<file path="config.mk">
export PLATFORM = sky130hd
export DESIGN_NAME = uid_readout
export DESIGN_NICKNAME = d
export VERILOG_FILES = /design/src/rtl/uid_pkg.sv /design/src/rtl/uid_addr_decode.sv /design/src/rtl/uid_ctrl_reg.sv /design/src/rtl/uid_key_latch.sv /design/src/rtl/uid_rdata_mux.sv /design/src/rtl/uid_readout.sv
export SDC_FILE = /design/constraint.sdc
export NUM_CORES = 1
export LEC_CHECK = 0
export BUFFER_PORTS_ARGS = -buffer_cell sky130_fd_sc_hd__buf_4
export CORE_MARGIN = 10
export CORE_UTILIZATION = 40
export DETAILED_ROUTE_END_ITERATION = 12
export GPL_TIMING_DRIVEN = 0
export MAX_ROUTING_LAYER = met4
export PLACE_DENSITY = 0.75
export SKIP_LAST_GASP = 1
export SLEW_MARGIN = 20
export SYNTH_ARGS = -nofsm -noshare
export SYNTH_HDL_FRONTEND = slang
export SYNTH_HIERARCHICAL = 1
export SYNTH_SLANG_ARGS = --single-unit
</file>
<file path="constraint.sdc">
create_clock -name clk -period 3.88 [get_ports clk]
set_input_delay 0.388 -clock clk [delete_from_list [all_inputs] [get_ports clk]]
set_output_delay 0.388 -clock clk [all_outputs]
set_load 0.02 [all_outputs]
</file>
<file path="src/rtl/uid_pkg.sv">
package uid_pkg;
  localparam int unsigned UID_WORD_W = 32;
  localparam int unsigned UID_IDX_W  = 16;

  typedef logic [UID_WORD_W-1:0] uid_word_t;

  // Value retained by the control register after a write.
  function automatic uid_word_t uid_store_value(input uid_word_t wdata,
                                                input uid_word_t clr_mask);
    return wdata & ~clr_mask;
  endfunction

  // True when any lock-operation bit is present.
  function automatic logic uid_is_locked(input uid_word_t ctrl,
                                         input uid_word_t lock_mask);
    return (ctrl & lock_mask) != '0;
  endfunction

  // Upper half is a byte offset; convert it to a word index.
  function automatic logic [UID_IDX_W-1:0] uid_word_index(input uid_word_t ctrl);
    return ctrl[UID_WORD_W-1:UID_WORD_W-UID_IDX_W] >> 2;
  endfunction
endpackage

</file>
<file path="src/rtl/uid_addr_decode.sv">
module uid_addr_decode #(
  parameter int unsigned ADDR_W   = 10,
  parameter int unsigned CTRL_OFS = 'h40,
  parameter int unsigned KEY_OFS  = 'h60
) (
  input  logic [ADDR_W-1:0] addr,
  input  logic              wr,
  input  logic              rd,
  output logic              wr_ctrl,
  output logic              rd_ctrl,
  output logic              rd_key
);
  localparam logic [ADDR_W-1:0] CTRL_A = ADDR_W'(CTRL_OFS);
  localparam logic [ADDR_W-1:0] KEY_A  = ADDR_W'(KEY_OFS);

  logic is_ctrl, is_key;

  always_comb begin
    is_ctrl = (addr == CTRL_A);
    is_key  = (addr == KEY_A);
    wr_ctrl = wr & is_ctrl;
    rd_ctrl = rd & is_ctrl;
    rd_key  = rd & is_key;
  end
endmodule

</file>
<file path="src/rtl/uid_ctrl_reg.sv">
module uid_ctrl_reg
  import uid_pkg::*;
#(
  parameter int unsigned CLR_MASK  = 'h2,
  parameter int unsigned LOCK_MASK = 'hAC
) (
  input  logic                 clk,
  input  logic                 rst_n,
  input  logic                 wr_ctrl,
  input  uid_word_t            wdata,
  output uid_word_t            ctrl_q,
  output logic                 load_req,
  output logic [UID_IDX_W-1:0] load_idx
);
  localparam uid_word_t CLR_M  = UID_WORD_W'(CLR_MASK);
  localparam uid_word_t LOCK_M = UID_WORD_W'(LOCK_MASK);

  uid_word_t next_ctrl;

  always_comb begin
    next_ctrl = uid_store_value(wdata, CLR_M);
    load_req  = wr_ctrl & ~uid_is_locked(next_ctrl, LOCK_M);
    load_idx  = uid_word_index(next_ctrl);
  end

  always_ff @(posedge clk) begin
    if (!rst_n)       ctrl_q <= '0;
    else if (wr_ctrl) ctrl_q <= next_ctrl;
  end
endmodule

</file>
<file path="src/rtl/uid_key_latch.sv">
module uid_key_latch
  import uid_pkg::*;
#(
  parameter int unsigned NUM_WORDS = 4
) (
  input  logic                            clk,
  input  logic                            rst_n,
  input  logic                            load_req,
  input  logic [UID_IDX_W-1:0]            load_idx,
  input  logic [NUM_WORDS*UID_WORD_W-1:0] id_bus,
  output logic                            key_load,
  output uid_word_t                       key_q
);
  localparam int unsigned SEL_W = (NUM_WORDS > 1) ? $clog2(NUM_WORDS) : 1;

  uid_word_t word_arr [NUM_WORDS];
  uid_word_t picked;
  logic      in_range;

  for (genvar g = 0; g < NUM_WORDS; g++) begin : g_words
    assign word_arr[g] = id_bus[g*UID_WORD_W +: UID_WORD_W];
  end

  always_comb begin
    in_range = ({16'd0, load_idx} < NUM_WORDS);
    key_load = load_req & in_range;
    picked   = word_arr[load_idx[SEL_W-1:0]];
  end

  always_ff @(posedge clk) begin
    if (!rst_n)        key_q <= '0;
    else if (key_load) key_q <= picked;
  end
endmodule

</file>
<file path="src/rtl/uid_rdata_mux.sv">
module uid_rdata_mux
  import uid_pkg::*;
(
  input  logic      clk,
  input  logic      rst_n,
  input  logic      rd,
  input  logic      rd_ctrl,
  input  logic      rd_key,
  input  uid_word_t ctrl_q,
  input  uid_word_t key_q,
  output uid_word_t rdata
);
  uid_word_t sel;

  always_comb begin
    sel = '0;
    if (rd_ctrl)     sel = ctrl_q;
    else if (rd_key) sel = key_q;
  end

  always_ff @(posedge clk) begin
    if (!rst_n)  rdata <= '0;
    else if (rd) rdata <= sel;
  end
endmodule

</file>
<file path="src/rtl/uid_readout.sv">
module uid_readout
  import uid_pkg::*;
#(
  parameter int unsigned ADDR_W    = 10,
  parameter int unsigned NUM_WORDS = 4,
  parameter int unsigned CTRL_OFS  = 'h40,
  parameter int unsigned KEY_OFS   = 'h60,
  parameter int unsigned CLR_MASK  = 'h2,
  parameter int unsigned LOCK_MASK = 'hAC
) (
  input  logic                            clk,
  input  logic                            rst_n,
  input  logic [ADDR_W-1:0]               acc_addr,
  input  logic                            acc_wr,
  input  logic                            acc_rd,
  input  logic [31:0]                     acc_wdata,
  output logic [31:0]                     acc_rdata,
  input  logic [NUM_WORDS*UID_WORD_W-1:0] id_bus
);
  // Named internal events, visible to the bound checker.
  logic                 wr_ctrl, rd_ctrl, rd_key;
  logic                 load_req, key_load;
  logic [UID_IDX_W-1:0] load_idx;
  uid_word_t            ctrl_q, key_q;

  uid_addr_decode #(.ADDR_W(ADDR_W), .CTRL_OFS(CTRL_OFS), .KEY_OFS(KEY_OFS)) u_dec (
    .addr(acc_addr), .wr(acc_wr), .rd(acc_rd),
    .wr_ctrl(wr_ctrl), .rd_ctrl(rd_ctrl), .rd_key(rd_key)
  );

  uid_ctrl_reg #(.CLR_MASK(CLR_MASK), .LOCK_MASK(LOCK_MASK)) u_ctrl (
    .clk(clk), .rst_n(rst_n), .wr_ctrl(wr_ctrl), .wdata(acc_wdata),
    .ctrl_q(ctrl_q), .load_req(load_req), .load_idx(load_idx)
  );

  uid_key_latch #(.NUM_WORDS(NUM_WORDS)) u_key (
    .clk(clk), .rst_n(rst_n), .load_req(load_req), .load_idx(load_idx),
    .id_bus(id_bus), .key_load(key_load), .key_q(key_q)
  );

  uid_rdata_mux u_rd (
    .clk(clk), .rst_n(rst_n), .rd(acc_rd), .rd_ctrl(rd_ctrl), .rd_key(rd_key),
    .ctrl_q(ctrl_q), .key_q(key_q), .rdata(acc_rdata)
  );
endmodule

</file>
==> qor.yml <==
power:
  powerDensity_nw_per_um2: 314
  ir_drop_mv: 0.277
  p_leak_nw: 2.94
routing:
  final_antenna_net_count: 0
  drt_pass1_iterations: 4
  wl_met1_um: 6650
  routed_wl_um: 15200
  wl_per_cell_um: 18.0
  met2_wirelength_um: 7770
  drt_iter0_markers: 224
  top_layer: "met4"
  detailroute.wirelength.met3_um: 581
  vias: 4187
  viasPerCell: 4.96
  drc: 0
floorplanning:
  dieArea_um2: 17300
  core_area_um2: 12100
  dieHeight_um: 132
  num_io_pins: 206
  row_count: 40
  die_x_um: 132
  start_util: 0.411
cells_and_area:
  final_common_cell: "buf_4"
  n_antenna_cell: 0
  drive_gt1_frac: 0.456
  final_cell_mix: "buf_4 (224), dfxtp_1 (95), mux2i_1 (63), nor2b_1 (63), nand2_1 (33)"
  postLayoutCoreUtil: 0.580
  finalNetCount: 845
  syn_to_final_growth_pct: 41.2
  fillers: 1033
synth:
  syn_inst: 454
  synth_area_um2: 4980
  synth_area_per_cell_um2: 11.0
  ys_warn_count: 6
worst_setup_path:
  startpoint_type: "input pin"
  r2r_start: "u_key/key_q[28]"
  crit_cells: 11
  cp.arrival_ns: 2.96
  cp_num_buf_inv: 4
  cp_common_cell: "buf_6"
  cp-startpoint: "acc_addr[0]"
  crit_fanout: 10
  required_ns: 4.11
  slowest_stage: "or4b_1"
  critPathKind: "in2reg"
  cpPeakStageDelay_ns: 0.59
  endpoint_kind: "flip-flop"
  rr_worst_depth: 2
  cpLargestDelayFamily: "simple AND/OR/NAND/NOR gates"
  cp_cell_sequence: "buf_4, or4b_1, nor4_1, buf_6, buf_12, and2_1, nor4b_4, nand4_4, buf_6, mux2i_1, nor2b_1"
sta:
  setup_viol: 0
  clock_skew_ns: 0.00527
  finalCriticalPeriod_ns: 2.72
  fmax_ghz: 0.367
  fin_crit_sh: 0.702
  slew_violations: 0
  finalHoldViolCount: 0
  rsz0062_at_grt: "false"
  slew_headroom: 0.564
  worst_pin_slew_ns: 0.648
  tns_ns: 0
  whs_ns: 0.297
grt:
  grt_max_degree: 18
  grt_pass1_wl_um: 23800
  grt_pass1_vias: 4549
  grt.total_usage: 0.175
  gr-total-overflow: 0
  antenna_found_initial: 0
clocking:
  post_cts_buffers: 0
  cts_tree: "built"
  cts_htree_levels: 3
  cts_resized: 0
  clock_sinks: 95
  cts_buffers: 9
  clkTransAtPathRegs_ns: 0.07
  clock_path_buffers: 2
  cts_root_buffer: "clkbuf_16"
  holdBufCountCts: 0
  clkLatencyLatePin_ns: 0.34
placement:
  routabilityCongestion: 0.893
  hpwl_um: 12600
  port_buffers: 204
status:
  status: "finished, final reports clean"
hold_path:
  hold_path_depth: 3
  worstHoldStart: "acc_wdata[8]"
  hold_path.class: "in2reg"
job:
  maxCapViolCount: 0
## flip-flops by register name (all words and copies together), names as in the netlist
signal	cells
u_ctrl/ctrl_q	31
u_key/key_q	32
u_rd/rdata	32
## report_power, final
part	total, mW	internal (mW)	switching, mW
registers	1.00	0.991	0.0101
logic	0.352	0.224	0.128
clock network	0.856	0.461	0.396
## final cells by class
class                      count  area [µm²]  area share
clock buffer                  10         239      0.0340
sequential                    95        1900       0.271
buffer                        57         448      0.0637
clock inverter                 6        56.3     0.00801
multi-input combinational    304        2640       0.376
tap                          168         210      0.0299
timing repair buffer         204        1530       0.218
## worst reg2reg max path, cell delays in order (launching register included)
cell	delay, ns
dfxtp_1	0.35
nand3b_1	0.09
a31oi_1	0.19
## per-layer routing
layer / up-vias / GRT usage
met4: 0 / 0.0457
met3: 18 / 0.0389
li1: 2066 / -
met2: 143 / 0.300
met5: - / -
met1: 1960 / 0.202
## metrics by stage
stage	power (mW)	setup WS [ns]	instance area (µm²)	cells
floorplan	1.18	1.26	4980	456
global placement	1.37	0.867	6730	828
detailed placement	1.38	0.773	6730	828
CTS	2.23	1.13	7030	844
global route	2.30	0.979	7030	844
finish	2.21	1.16	7030	844
## path summary, 6_finish.rpt
path | end | slack [ns]
worst max-delay path | u_key/key_q[9] | 1.16
worst min-delay path | u_ctrl/ctrl_q[8] | 0.30
worst max register to register | u_rd/rdata[28] | 3.18
worst min register to register | u_rd/rdata[21] | 0.48
(Power assumes the default switching activity.)
